==> src/rtl/uart_vote_rx_pkg.sv <==
package uart_vote_rx_pkg;
    typedef enum logic [1:0] {
        RX_IDLE  = 2'd0,
        RX_START = 2'd1,
        RX_DATA  = 2'd2,
        RX_STOP  = 2'd3
    } rx_state_t;
endpackage

==> src/rtl/rx_line_sync.sv <==
module rx_line_sync #(
    parameter int STAGES = 2
) (
    input  logic clk,
    input  logic rst,
    input  logic din,
    output logic dout,
    output logic fall
);
    logic [STAGES-1:0] chain;
    logic              prev_q;

    generate
        for (genvar i = 0; i < STAGES; i++) begin : g_stage
            if (i == 0) begin : g_first
                always_ff @(posedge clk) begin
                    if (rst) chain[0] <= 1'b1;
                    else     chain[0] <= din;
                end
            end else begin : g_next
                always_ff @(posedge clk) begin
                    if (rst) chain[i] <= 1'b1;
                    else     chain[i] <= chain[i-1];
                end
            end
        end
    endgenerate

    always_ff @(posedge clk) begin
        if (rst) prev_q <= 1'b1;
        else     prev_q <= chain[STAGES-1];
    end

    assign dout = chain[STAGES-1];
    assign fall = prev_q & ~chain[STAGES-1];

    // an edge is reported only when the previous line level was high
    a_r2_fall_after_high: assert property (@(posedge clk) disable iff (rst)
        fall |-> $past(dout));
endmodule

==> src/rtl/rx_vote3.sv <==
module rx_vote3 (
    input  logic clk,
    input  logic rst,
    input  logic sample_en,
    input  logic din,
    output logic majority
);
    logic [2:0] samp_q;

    always_ff @(posedge clk) begin
        if (rst)            samp_q <= 3'b111;
        else if (sample_en) samp_q <= {samp_q[1:0], din};
    end

    always_comb begin
        majority = (samp_q[0] & samp_q[1]) | (samp_q[1] & samp_q[2]) | (samp_q[0] & samp_q[2]);
    end

    // the stored samples change only when a sample is taken
    a_r3_samples_hold: assert property (@(posedge clk) disable iff (rst)
        !sample_en |=> $stable(samp_q));
endmodule

==> src/rtl/rx_frame_ctrl.sv <==
module rx_frame_ctrl
    import uart_vote_rx_pkg::*;
#(
    parameter int DATA_BITS = 8,
    parameter int OSR       = 16,
    parameter int MID       = 8
) (
    input  logic clk,
    input  logic rst,
    input  logic tick_en,
    input  logic fall,
    input  logic vote,
    output logic sample_en,
    output logic shift_en,
    output logic done
);
    localparam int CW       = $clog2(OSR);
    localparam int BW       = $clog2(DATA_BITS);
    localparam int S_FIRST  = MID - 1;
    localparam int S_LAST   = MID + 1;
    localparam int DECIDE   = MID + 2;

    rx_state_t      state_q, state_d;
    logic [CW-1:0]  cnt_q;
    logic [BW-1:0]  bit_q;
    logic           decide;
    logic           in_window;

    assign decide    = tick_en && (32'(cnt_q) == DECIDE);
    assign in_window = (32'(cnt_q) >= S_FIRST) && (32'(cnt_q) <= S_LAST);

    // state register
    always_ff @(posedge clk) begin
        if (rst) state_q <= RX_IDLE;
        else     state_q <= state_d;
    end

    // next state
    always_comb begin
        state_d = state_q;
        unique case (state_q)
            RX_IDLE:  if (fall)   state_d = RX_START;
            RX_START: if (decide) state_d = vote ? RX_IDLE : RX_DATA;
            RX_DATA:  if (decide && (32'(bit_q) == DATA_BITS - 1)) state_d = RX_STOP;
            RX_STOP:  if (decide) state_d = RX_IDLE;
            default:  state_d = RX_IDLE;
        endcase
    end

    // phase counter and bit counter
    always_ff @(posedge clk) begin
        if (rst) begin
            cnt_q <= '0;
            bit_q <= '0;
        end else begin
            if (state_q == RX_IDLE) begin
                cnt_q <= '0;
            end else if (tick_en) begin
                cnt_q <= (32'(cnt_q) == OSR - 1) ? '0 : cnt_q + 1'b1;
            end
            if (state_q != RX_DATA) begin
                bit_q <= '0;
            end else if (decide) begin
                bit_q <= bit_q + 1'b1;
            end
        end
    end

    // outputs
    always_comb begin
        sample_en = 1'b0;
        shift_en  = 1'b0;
        done      = 1'b0;
        unique case (state_q)
            RX_IDLE:  ;
            RX_START: sample_en = tick_en && in_window;
            RX_DATA: begin
                sample_en = tick_en && in_window;
                shift_en  = decide;
            end
            RX_STOP: begin
                sample_en = tick_en && in_window;
                done      = decide;
            end
            default: ;
        endcase
    end

    // idle is left only through a falling edge
    a_r2_idle_hold: assert property (@(posedge clk) disable iff (rst)
        (state_q == RX_IDLE && !fall) |=> state_q == RX_IDLE);
    // a start bit voted high aborts the frame
    a_r4_false_start: assert property (@(posedge clk) disable iff (rst)
        (state_q == RX_START && decide && vote) |=> state_q == RX_IDLE);
    // the phase counter stands still between ticks
    a_r11_tick_gate: assert property (@(posedge clk) disable iff (rst)
        (state_q != RX_IDLE && !tick_en) |=> $stable(cnt_q));
    // a frame in progress is not restarted by an edge
    a_r2_no_restart: assert property (@(posedge clk) disable iff (rst)
        (state_q == RX_DATA && !decide) |=> state_q == RX_DATA);
endmodule

==> src/rtl/rx_hold_buf.sv <==
module rx_hold_buf #(
    parameter int DATA_BITS = 8
) (
    input  logic                 clk,
    input  logic                 rst,
    input  logic                 shift_en,
    input  logic                 shift_bit,
    input  logic                 done,
    input  logic                 stop_in,
    input  logic                 filter_en,
    input  logic                 ready_clr,
    output logic [DATA_BITS-1:0] data_q,
    output logic                 stop_q,
    output logic                 ready_q
);
    logic [DATA_BITS-1:0] shreg_q;
    logic                 accept;

    assign accept = done && !ready_q && (!filter_en || stop_in);

    always_ff @(posedge clk) begin
        if (rst) shreg_q <= '0;
        else if (shift_en) shreg_q <= {shift_bit, shreg_q[DATA_BITS-1:1]};
    end

    always_ff @(posedge clk) begin
        if (rst) begin
            data_q  <= '0;
            stop_q  <= 1'b0;
            ready_q <= 1'b0;
        end else begin
            if (accept) begin
                data_q  <= shreg_q;
                stop_q  <= stop_in;
                ready_q <= 1'b1;
            end else if (ready_clr) begin
                ready_q <= 1'b0;
            end
        end
    end

    // while the flag is set and not cleared, the holding register is frozen
    a_r7_overrun_hold: assert property (@(posedge clk) disable iff (rst)
        (ready_q && !ready_clr) |=> ($stable(data_q) && $stable(stop_q) && ready_q));
    // the filter drops a frame whose stop bit is 0
    a_r8_filter_drop: assert property (@(posedge clk) disable iff (rst)
        (done && filter_en && !stop_in) |=> ($stable(data_q) && $stable(ready_q)));
    // the flag rises only on a completion
    a_r6_ready_source: assert property (@(posedge clk) disable iff (rst)
        $rose(ready_q) |-> $past(done));
    // a clear pulse without a completion drops the flag
    a_r10_clear: assert property (@(posedge clk) disable iff (rst)
        (ready_clr && !done) |=> !ready_q);
endmodule

==> src/rtl/uart_vote_rx.sv <==
module uart_vote_rx #(
    parameter int DATA_BITS   = 8,
    parameter int OSR         = 16,
    parameter int MID         = 8,
    parameter int SYNC_STAGES = 2
) (
    input  logic                 clk,
    input  logic                 rst,
    input  logic                 tick_en,
    input  logic                 rxd_in,
    input  logic                 stop_filter_en,
    input  logic                 ready_clr,
    output logic [DATA_BITS-1:0] rx_data,
    output logic                 rx_stop,
    output logic                 rx_ready
);
    logic line_s;
    logic fall;
    logic sample_en;
    logic shift_en;
    logic done;
    logic vote;

    rx_line_sync #(.STAGES(SYNC_STAGES)) u_sync (
        .clk  (clk),
        .rst  (rst),
        .din  (rxd_in),
        .dout (line_s),
        .fall (fall)
    );

    rx_vote3 u_vote (
        .clk       (clk),
        .rst       (rst),
        .sample_en (sample_en),
        .din       (line_s),
        .majority  (vote)
    );

    rx_frame_ctrl #(.DATA_BITS(DATA_BITS), .OSR(OSR), .MID(MID)) u_ctrl (
        .clk       (clk),
        .rst       (rst),
        .tick_en   (tick_en),
        .fall      (fall),
        .vote      (vote),
        .sample_en (sample_en),
        .shift_en  (shift_en),
        .done      (done)
    );

    rx_hold_buf #(.DATA_BITS(DATA_BITS)) u_buf (
        .clk       (clk),
        .rst       (rst),
        .shift_en  (shift_en),
        .shift_bit (vote),
        .done      (done),
        .stop_in   (vote),
        .filter_en (stop_filter_en),
        .ready_clr (ready_clr),
        .data_q    (rx_data),
        .stop_q    (rx_stop),
        .ready_q   (rx_ready)
    );
endmodule

==> config.mk <==
export PLATFORM = sky130hd
export DESIGN_NAME = uart_vote_rx
export DESIGN_NICKNAME = d
export VERILOG_FILES = /design/src/rtl/uart_vote_rx_pkg.sv /design/src/rtl/rx_line_sync.sv /design/src/rtl/rx_vote3.sv /design/src/rtl/rx_frame_ctrl.sv /design/src/rtl/rx_hold_buf.sv /design/src/rtl/uart_vote_rx.sv
export SDC_FILE = /design/constraint.sdc
export NUM_CORES = 1
export LEC_CHECK = 0
export BUFFER_PORTS_ARGS = -buffer_cell sky130_fd_sc_hd__buf_2
export CORE_MARGIN = 2
export CORE_UTILIZATION = 50
export CTS_CLUSTER_SIZE = 25
export DETAILED_ROUTE_END_ITERATION = 8
export PLACE_DENSITY = 0.7
export SYNTH_ARGS = -nofsm -noshare
export SYNTH_HDL_FRONTEND = slang
export SYNTH_SLANG_ARGS = --single-unit
==> constraint.sdc <==
create_clock -name clk -period 2.21 [get_ports clk]
set_clock_uncertainty 0.2 [all_clocks]
set_input_delay 0.442 -clock clk [delete_from_list [all_inputs] [get_ports clk]]
set_output_delay 0.442 -clock clk [all_outputs]
set_load 0.02 [all_outputs]
# --- Word level (Yosys, flattened, before mapping) ---
# Cells that the tools add are included.
totals:
  ff_bits: 33
  input_bits: 6
  output_inout_bits: 10
  wordCells: 60
op_classes:
  n_addsub: 2
  n_lt_le_gt_ge: 2
  n_eq_ne: 11
  mux: 12
  n_bitwise: 7
  n_reduce_logical: 15
op_table:
  columns: ["operator", "count"]
  rows:
  - ["$mux W2", 5]
  - ["$eq A4 B4 Y1 const B", 2]
  - ["$pmux W2 S4", 1]
  - ["$logic_and A1 B1 Y1", 6]
  - ["$ne A2 B1 Y1 const B", 3]
  - ["$mux W1", 5]
  - ["$add A4 B1 Y4 const B", 1]
  - ["$and A1 B1 Y1", 4]
  - ["$eq A2 B2 Y1 const B", 2]
  - ["$ge A4 B3 Y1 const B", 1]
  - ["$le A4 B4 Y1 const B", 1]
  - ["$mux W4", 1]
  - ["$ne A2 B2 Y1 const B", 2]
  - ["$reduce_and A4 Y1", 1]
  - ["$reduce_or A2 Y1", 2]
  - ["$add A3 B1 Y3 const B", 1]
  - ["$eq A3 B3 Y1 const B", 1]
  - ["$reduce_or A3 Y1", 1]
  - ["$eq A2 B1 Y1 const B", 1]
  - ["$logic_not A1 Y1", 2]
  - ["$logic_not A2 Y1", 1]
  - ["$or A1 B1 Y1", 2]
  - ["$reduce_bool A2 Y1", 1]
  - ["$logic_or A1 B1 Y1", 1]
  - ["$not A1 Y1", 1]

# --- Longest topological paths before layout ---
# Gate-level depths: netlist of run 1.
logic_depth:
  depth_word: 6
  mapped_depth: 8
  depth_no_buf: 6

# --- Modules after synthesis ---
# Synthesis of run 1 repeated with hierarchy kept, for this count alone.
unflattened:
  hier_cells: 148
  hier_area_um2: 1481.4
modules_own_cells:
  columns: ["mod", "instances", "cells_per_inst", "area_each_um2", "seq_area_each_um2"]
  rows:
  - ["rx_hold_buf", 1, 70, 739.5, 360.3]
  - ["rx_frame_ctrl", 1, 61, 541.8, 180.2]
  - ["rx_vote3", 1, 10, 115.1, 60.1]
  - ["rx_line_sync", 1, 7, 85.1, 60.1]

# --- Least setup slack after synthesis of run 1 ---
# No wires, ideal clock.
synth_path:
  path_kind: "reg2reg"
  from: "reg u_ctrl.cnt_q[0]"
  to: "reg u_buf.shreg_q[7]"
  setup_time_ps: 128
  arrival_ps: 1435
  required_time_ps: 1882
  path_slack_ps: 447
  stages_incl_launch_ff: 9
  path_buffers: 2
  period_less_slack_ps: 1763
  path_cell_list: "dfxtp_1 > inv_1 > ha_1 > and4b_1 > buf_6 > and3_4 > buf_8 > mux2i_1 > nor2_1"
synth_via:
  elab_chain_cells: 3
synth_lines:
  columns: ["element", "line", "rtl"]
  rows:
  - ["start: declaration", "rx_frame_ctrl.sv:24", "logic [CW-1:0] cnt_q;"]
  - ["start signal: assignment", "rx_frame_ctrl.sv:59", "cnt_q <= (32'(cnt_q) == OSR - 1) ? '0 : cnt_q + 1'b1;"]
  - ["$eq A4 B4 Y1", "rx_frame_ctrl.sv:29", "assign decide = tick_en && (32'(cnt_q) == DECIDE);"]
  - ["$logic_and A1 B1 Y1", "rx_frame_ctrl.sv:29", null]
  - ["$mux W1", "rx_frame_ctrl.sv:74", "unique case (state_q)"]
  - ["end signal: assignment", "rx_hold_buf.sv:23", "else if (shift_en) shreg_q <= {shift_bit, shreg_q[DATA_BITS-1:1]};"]
  - ["end: declaration", "rx_hold_buf.sv:16", "logic [DATA_BITS-1:0] shreg_q;"]
# No other way between the ends.
# A chain may end at the register's enable or synchronous reset.

# --- Final worst setup path of run 1 ---
layout_path:
  from: "reg u_ctrl.cnt_q[0]"
  to: "reg u_buf.data_q[7]"
layout_via:
  elab_chain_cells: 5
layout_lines:
  columns: ["element", "line", "rtl"]
  rows:
  - ["$eq A4 B4 Y1", "rx_frame_ctrl.sv:29", null]
  - ["$logic_and A1 B1 Y1", "rx_frame_ctrl.sv:29", null]
  - ["$mux W1", "rx_frame_ctrl.sv:74", null]
  - ["$logic_and A1 B1 Y1 (2 in a row)", "rx_hold_buf.sv:19", "assign accept = done && !ready_q && (!filter_en || stop_in);"]
  - ["end signal: assignment", "rx_hold_buf.sv:33", "data_q <= shreg_q;"]
  - ["end: declaration", "rx_hold_buf.sv:12", "output logic [DATA_BITS-1:0] data_q,"]
# No other way between the ends.

==> results of run 1 <==
-- worst max-delay path by stage --
stage	cells past startpoint	slack, ns	to
2_1_floorplan	8	0.45	u_buf.shreg_q[7]
3_3_place_gp	5	0.31	u_buf.shreg_q[1]
3_5_place_dp	7	0.23	u_buf.data_q[7]
4_1_cts	7	0.22	u_buf.data_q[7]
5_1_grt	6	0.06	u_buf.shreg_q[2]
6_report	7	0.23	u_buf.data_q[7]
-- per-layer routing --
layer / vias up / part of all wire (%)
li1: 514 / -
met1: 452 / 49
met2: 15 / 46
met3: 2 / 4.6
met4: 0 / 0.81
met5: - / 0
-- final cells by class --
class,count,area (sq um)
clock buffers,7,55.1
well taps,31,38.8
inverters,5,18.8
clock inverters,1,30.0
flip-flops and latches,33,661
repair buffers,16,82.6
fillers,238,1150
multi-input cells,95,648
-- state kept, by name, summed over array words and instances, names as in the netlist, named ones only --
name and cells:
u_sync.dout 1, u_buf.data_q 8, u_buf.ready_q 1, u_ctrl.cnt_q 4, u_ctrl.bit_q 3, u_sync.prev_q 1
u_buf.shreg_q 8, u_ctrl.state_q 1, u_sync.chain 1, u_buf.stop_q 1, u_vote.samp_q 3
-- where the power goes --
group	switching, W	internal, W
sequential	0.00000299	0.000598
combinational	0.0000148	0.00000893
clock	0.000196	0.000270
-- cell families (layout without fill, tap and decap cells) --
group	after synthesis	in the layout	synth area share, %
mux	20	20	14.4
xor+xnor	2	2	1.26
compound gates	16	16	7.48
flops	33	33	47.6
buf+inv	13	29	5.68
simple gates	50	50	17.3
fa+ha+maj	7	7	6.22
-- metrics by stage --
| step | worst slack [ns] | power, W | hold slack [ns] |
|---|---|---|---|
| detailed placement | 0.235 | 0.000638 | 0.195 |
| finish | 0.232 | 0.00109 | 0.0943 |
| CTS | 0.219 | 0.00110 | 0.0840 |
| global route | 0.0601 | 0.00112 | 0.0811 |
| floorplan | 0.447 | 0.000632 | 0.189 |
| global placement | 0.306 | 0.000637 | 0.195 |
-- layout by cell type (no fill, tap or decap), types with 2 or more instances in the layout --
cell type  Yosys  routed
buf_2          0      15
mux2i_1       20      20
clkbuf_4       0       5
a21oi_1        9       9
inv_1          4       4
or2_2          2       2
nand2_1        8       8
nand2b_1       2       2
nand3_1        3       3
ha_1           6       6
or4_1          2       2
dfxtp_1       33      33
o21ai_0        2       2
nor2_1        26      26
-- worst register-to-register path: cells and delay by family (launching register included) --
| family | cells | cell delay, ns |
|---|---|---|
| AOI/OAI and AO/OA | 1 | 0.12 |
| adders and majority gates | 1 | 0.22 |
| buffers and inverters | 2 | 0.35 |
| DFF | 1 | 0.42 |
| and+or+nand+nor | 2 | 0.33 |
| muxes | 1 | 0.22 |
==> run_results.csv, run 1 <==
group,metric,value,unit
outcome,outcome,"finished, final reports clean",
global_routing,grt_start_max_net_pins,29,
floorplanning,rows,19,
floorplanning,ios,16,
routing,vias_per_cell,5.23,
setup_path,path_max_fanout,9,
placed_design,port_buffers,15,
yosys,syn_avg_cell_area,9.84,sq um
setup_path,cp_top_family,"flip-flops",
power_and_ir_drop,vdd_drop_max,0.555,mV
global_routing,grt_pass1_vias,943,
yosys,yosysSeqAreaShare,47.6,%
final_layout,final_area,0.00153,sq mm
timing,final_max_slew_viol_count,0,
yosys,synth_area_leaders,"dfxtp_1, mux2i_1, nor2_1",
min_path,hold-path-cell-count,2,
setup_path,start_kind,"register",
floorplanning,dieHeight,56.7,um
final_layout,postLayoutCoreUtil,57.1,%
clocking,cts_max_level,2,
min_path,min-delay-start,"rxd_in",
routing,ant_nets,0,
global_routing,met3_usage,6.22,%
setup_path,path_buf_inv,2,
routing,wl_per_cell,11.9,um
final_layout,area_growth,10.5,%
clocking,cts.sinks,33,
final_layout,drive_gt1_share,17.8,%
setup_path,cp.arrival,1.98,ns
clocking,clk_latency,0.34,ns
global_routing,grt_usage,16.2,%
clocking,cts_resized,0,
final_layout,fin_nets,168,
clocking,hold_buffers,0,
timing,setup-tns-final,0,ns
placed_design,gp_congestion,0.798,
setup_path,r2r-start,"u_ctrl.cnt_q[0]",
clocking,cts_made_buffers,5,
setup_path,crit_start,"u_ctrl.cnt_q[0]",
setup_path,path_cells,"inv_1 -> ha_1 -> and4b_1 -> o2111ai_2 -> buf_4 -> mux2i_1 -> nor2_1",
power_and_ir_drop,power_per_cell_area,711,mW/mm^2
final_layout,layoutNonFillerInstCount,188,
final_layout,antenna_cells,0,
yosys,synth_cells,141,
setup_path,cp_slowest_stage_delay,0.42,ns
timing,rsz0062_at_grt,"false",
routing,wl,2230,um
timing,timing.final.crit_share,89.5,%
yosys,yosys.area.top_type,"dfxtp_1",
global_routing,grt-busiest-layer,"met2",
global_routing,grt_pass1_wl,3970,um
global_routing,overflow,0,
clocking,clockBufferDepth,2,
floorplanning,fp.coreArea,0.00269,sq mm
floorplanning,die_x,56.7,um
setup_path,r2r_setup_slack,0.23,ns
yosys,netlist_area,0.00139,sq mm
setup_path,reg2reg_depth,7,
timing,tightest_slew,0.465,ns
power_and_ir_drop,p_leak,0.669,nW
yosys,syn_nets,153,
min_path,min_to,"u_sync.chain[0]",
routing,drc,0,
timing,max_clock_freq,506,MHz
clocking,post_cts_buffers,0,
yosys,yosysMostFrequentCell,"dfxtp_1",
setup_path,worstPathRequired,2.21,ns
timing,max_slew_margin,69.0,%
clocking,clk_pin_slew_worst_paths,0.09,ns
yosys,ys.flop_type,"dfxtp_1",
timing,hold_viol,0,
placed_design,dp_hpwl,1580,um
global_routing,antenna_found_initial,0,
floorplanning,start_util,51.7,%
yosys,synth_cell_type_count,32,
global_routing,grt_util_met2,25.6,%
min_path,hold_path.class,"input port to register",
clocking,cts_tree,"built",
yosys,async_reset_ff_share,0,%
setup_path,endpoint_kind,"register",
run,max_cap_violations,0,
floorplanning,die_area,0.00321,sq mm
yosys,yosysWarnings,0,
timing,layout_min_cycle_time,1.98,ns
global_routing,use_met1,19.9,%
clocking,cts-root-buf,"clkbuf_4",
placed_design,placed_area,0.00145,sq mm
yosys,ys_ff_latch,33,
yosys,synth_edf_count,0,
setup_path,crit_type,"register to register",
placed_design,dp.cells,180,
setup_path,crit_slowest_cell,"dfxtp_1",
yosys,yosysTopAreaCellShare,47.6,%
yosys,synth_commonest_cells,"dfxtp_1, nor2_1, mux2i_1",
routing,drt_pass1_iterations,4,
setup_path,reg2reg_to,"u_buf.data_q[7]",
routing,dr_total_vias,983,
routing,drt_iter0_drc,33,
timing,setup_viol,0,
Power figures use the tool's default switching activity.
==> inputs of run 2 (changes only) <==
--- a/config.mk
+++ b/config.mk
@@ -6,6 +6,7 @@
 export NUM_CORES = 1
 export LEC_CHECK = 0
 export BUFFER_PORTS_ARGS = -buffer_cell sky130_fd_sc_hd__buf_2
+export CORE_ASPECT_RATIO = 0.7
 export CORE_MARGIN = 2
 export CORE_UTILIZATION = 50
 export CTS_CLUSTER_SIZE = 25
==> run_results.csv, run 2 (synthesis results as in run 1) <==
group,metric,value,unit
power_and_ir_drop,vdd_drop_max,0.387,mV
placed_design,dp.cells,183,
setup_path,start_kind,"register",
routing,wl_per_cell,12.8,um
clocking,cts-root-buf,"clkbuf_8",
final_layout,postLayoutCoreUtil,61.5,%
final_layout,fill_cells,239,
floorplanning,start_util,54.4,%
placed_design,placed_area,0.00145,sq mm
clocking,cts_max_level,2,
routing,drt_pass1_iterations,4,
power_and_ir_drop,power_per_cell_area,762,mW/mm^2
final_layout,largest_registers,"u_buf.data_q x8, u_buf.shreg_q x8, u_ctrl.cnt_q x4",
routing,dr_total_vias,988,
routing,ant_nets,0,
setup_path,path_max_fanout,9,
timing,max_clock_freq,500,MHz
timing,hold_viol,0,
clocking,clk_pin_slew_worst_paths,0.07,ns
min_path,min-delay-start,"rxd_in",
setup_path,endpoint_kind,"register",
run,max_cap_violations,0,
global_routing,overflow,0,
floorplanning,die_x,67.0,um
timing,layout_min_cycle_time,2.00,ns
setup_path,reg2reg_to,"u_buf.data_q[2]",
outcome,outcome,"finished, final reports clean",
clocking,cts_tree,"built",
timing,tightest_slew,0.530,ns
timing,rsz0062_at_grt,"false",
setup_path,reg2reg_depth,7,
power_and_ir_drop,total_power,0.00119,W
routing,vias_per_cell,5.17,
routing,drt_iter0_drc,54,
global_routing,grt_start_max_net_pins,29,
min_path,hold-path-cell-count,2,
floorplanning,rows,15,
routing,wl,2450,um
timing,max_slew_margin,64.7,%
clocking,clockBufferDepth,2,
global_routing,grt_pass1_wl,3970,um
final_layout,antenna_cells,0,
final_layout,area_growth,13.1,%
clocking,cts_resized,0,
setup_path,crit_type,"register to register",
final_layout,drive_gt1_share,17.8,%
setup_path,cp.arrival,1.95,ns
placed_design,dp_hpwl,1800,um
final_layout,fin_nets,168,
floorplanning,fp.coreArea,0.00255,sq mm
routing,drc,0,
clocking,post_cts_buffers,0,
global_routing,grt_pass1_vias,901,
setup_path,worstPathRequired,2.15,ns
setup_path,path_buf_inv,2,
clocking,cts_made_buffers,5,
final_layout,layout_commonest_cell,"dfxtp_1",
final_layout,final_area,0.00157,sq mm
setup_path,cp_top_family,"flip-flops",
global_routing,antenna_found_initial,0,
power_and_ir_drop,p_leak,0.682,nW
setup_path,r2r-start,"u_ctrl.cnt_q[0]",
placed_design,gp_congestion,0.767,
setup_path,path_cells,"inv_1 -> ha_1 -> and4b_1 -> o2111ai_2 -> buf_4 -> mux2i_1 -> nor2_1",
global_routing,grt_usage,17.6,%
setup_path,r2r_setup_slack,0.21,ns
setup_path,cp_slowest_stage_delay,0.42,ns
clocking,hold_buffers,0,
min_path,hold_path.class,"input port to register",
final_layout,most-common-layout-cells,"dfxtp_1, nor2_1, mux2i_1, buf_2, a21oi_1",
timing,final_max_slew_viol_count,0,
min_path,min_to,"u_sync.chain[0]",
floorplanning,die_area,0.00322,sq mm
clocking,clk_latency,0.28,ns
timing,setup-tns-final,0,ns
clocking,cts.sinks,33,
floorplanning,dieHeight,48.1,um
timing,setup_viol,0,
floorplanning,ios,16,
setup_path,crit_slowest_cell,"dfxtp_1",
final_layout,layoutNonFillerInstCount,191,
placed_design,port_buffers,15,
timing,timing.final.crit_share,90.6,%
-- run 2: worst max-delay path by stage --
stage                          from               end  slack [ns]  cells past startpoint
floorplan           u_ctrl.cnt_q[0]  u_buf.shreg_q[7]        0.45                      8
global placement    u_ctrl.cnt_q[0]   u_buf.data_q[5]        0.30                      7
detailed placement  u_ctrl.cnt_q[0]   u_buf.data_q[0]        0.24                      7
CTS                 u_ctrl.cnt_q[0]   u_buf.data_q[2]        0.22                      7
global route        u_ctrl.cnt_q[0]   u_buf.data_q[2]        0.09                      7
finish              u_ctrl.cnt_q[0]   u_buf.data_q[2]        0.21                      7
-- run 2: per-layer routing --
metal / vias up / part of all wire [%] / track usage [%]
met3: 4 / 3.6 / 6.35
met5: - / 0 / 0
met4: 0 / 1.1 / 7.35
li1: 511 / - / -
met2: 16 / 45 / 28.4
met1: 457 / 50 / 21.8
-- run 2: per-stage QoR --
stage,hold slack [ns],setup slack (ns)
floorplan,0.189,0.447
global placement,0.195,0.300
detailed placement,0.210,0.243
CTS,0.146,0.219
global route,0.154,0.0930
finish,0.147,0.208
-- run 2: cell type report --
type / instances / area, sq um / area share, %
timing repair buffer: 16 / 82.6 / 5.26
sequential: 33 / 661 / 42.1
tap: 34 / 42.5 / 2.71
clock buffer: 7 / 86.3 / 5.50
clock inverter: 1 / 30.0 / 1.91
multi-input combinational: 95 / 648 / 41.3
inverter: 5 / 18.8 / 1.20
-- run 2: where the power goes --
| group | total (W) | switching, W | internal (W) |
|---|---|---|---|
| clock | 0.000569 | 0.000202 | 0.000367 |
| combinational | 0.0000245 | 0.0000155 | 0.00000892 |
| sequential | 0.000601 | 0.00000306 | 0.000598 |
| total | 0.00119 | 0.000220 | 0.000974 |
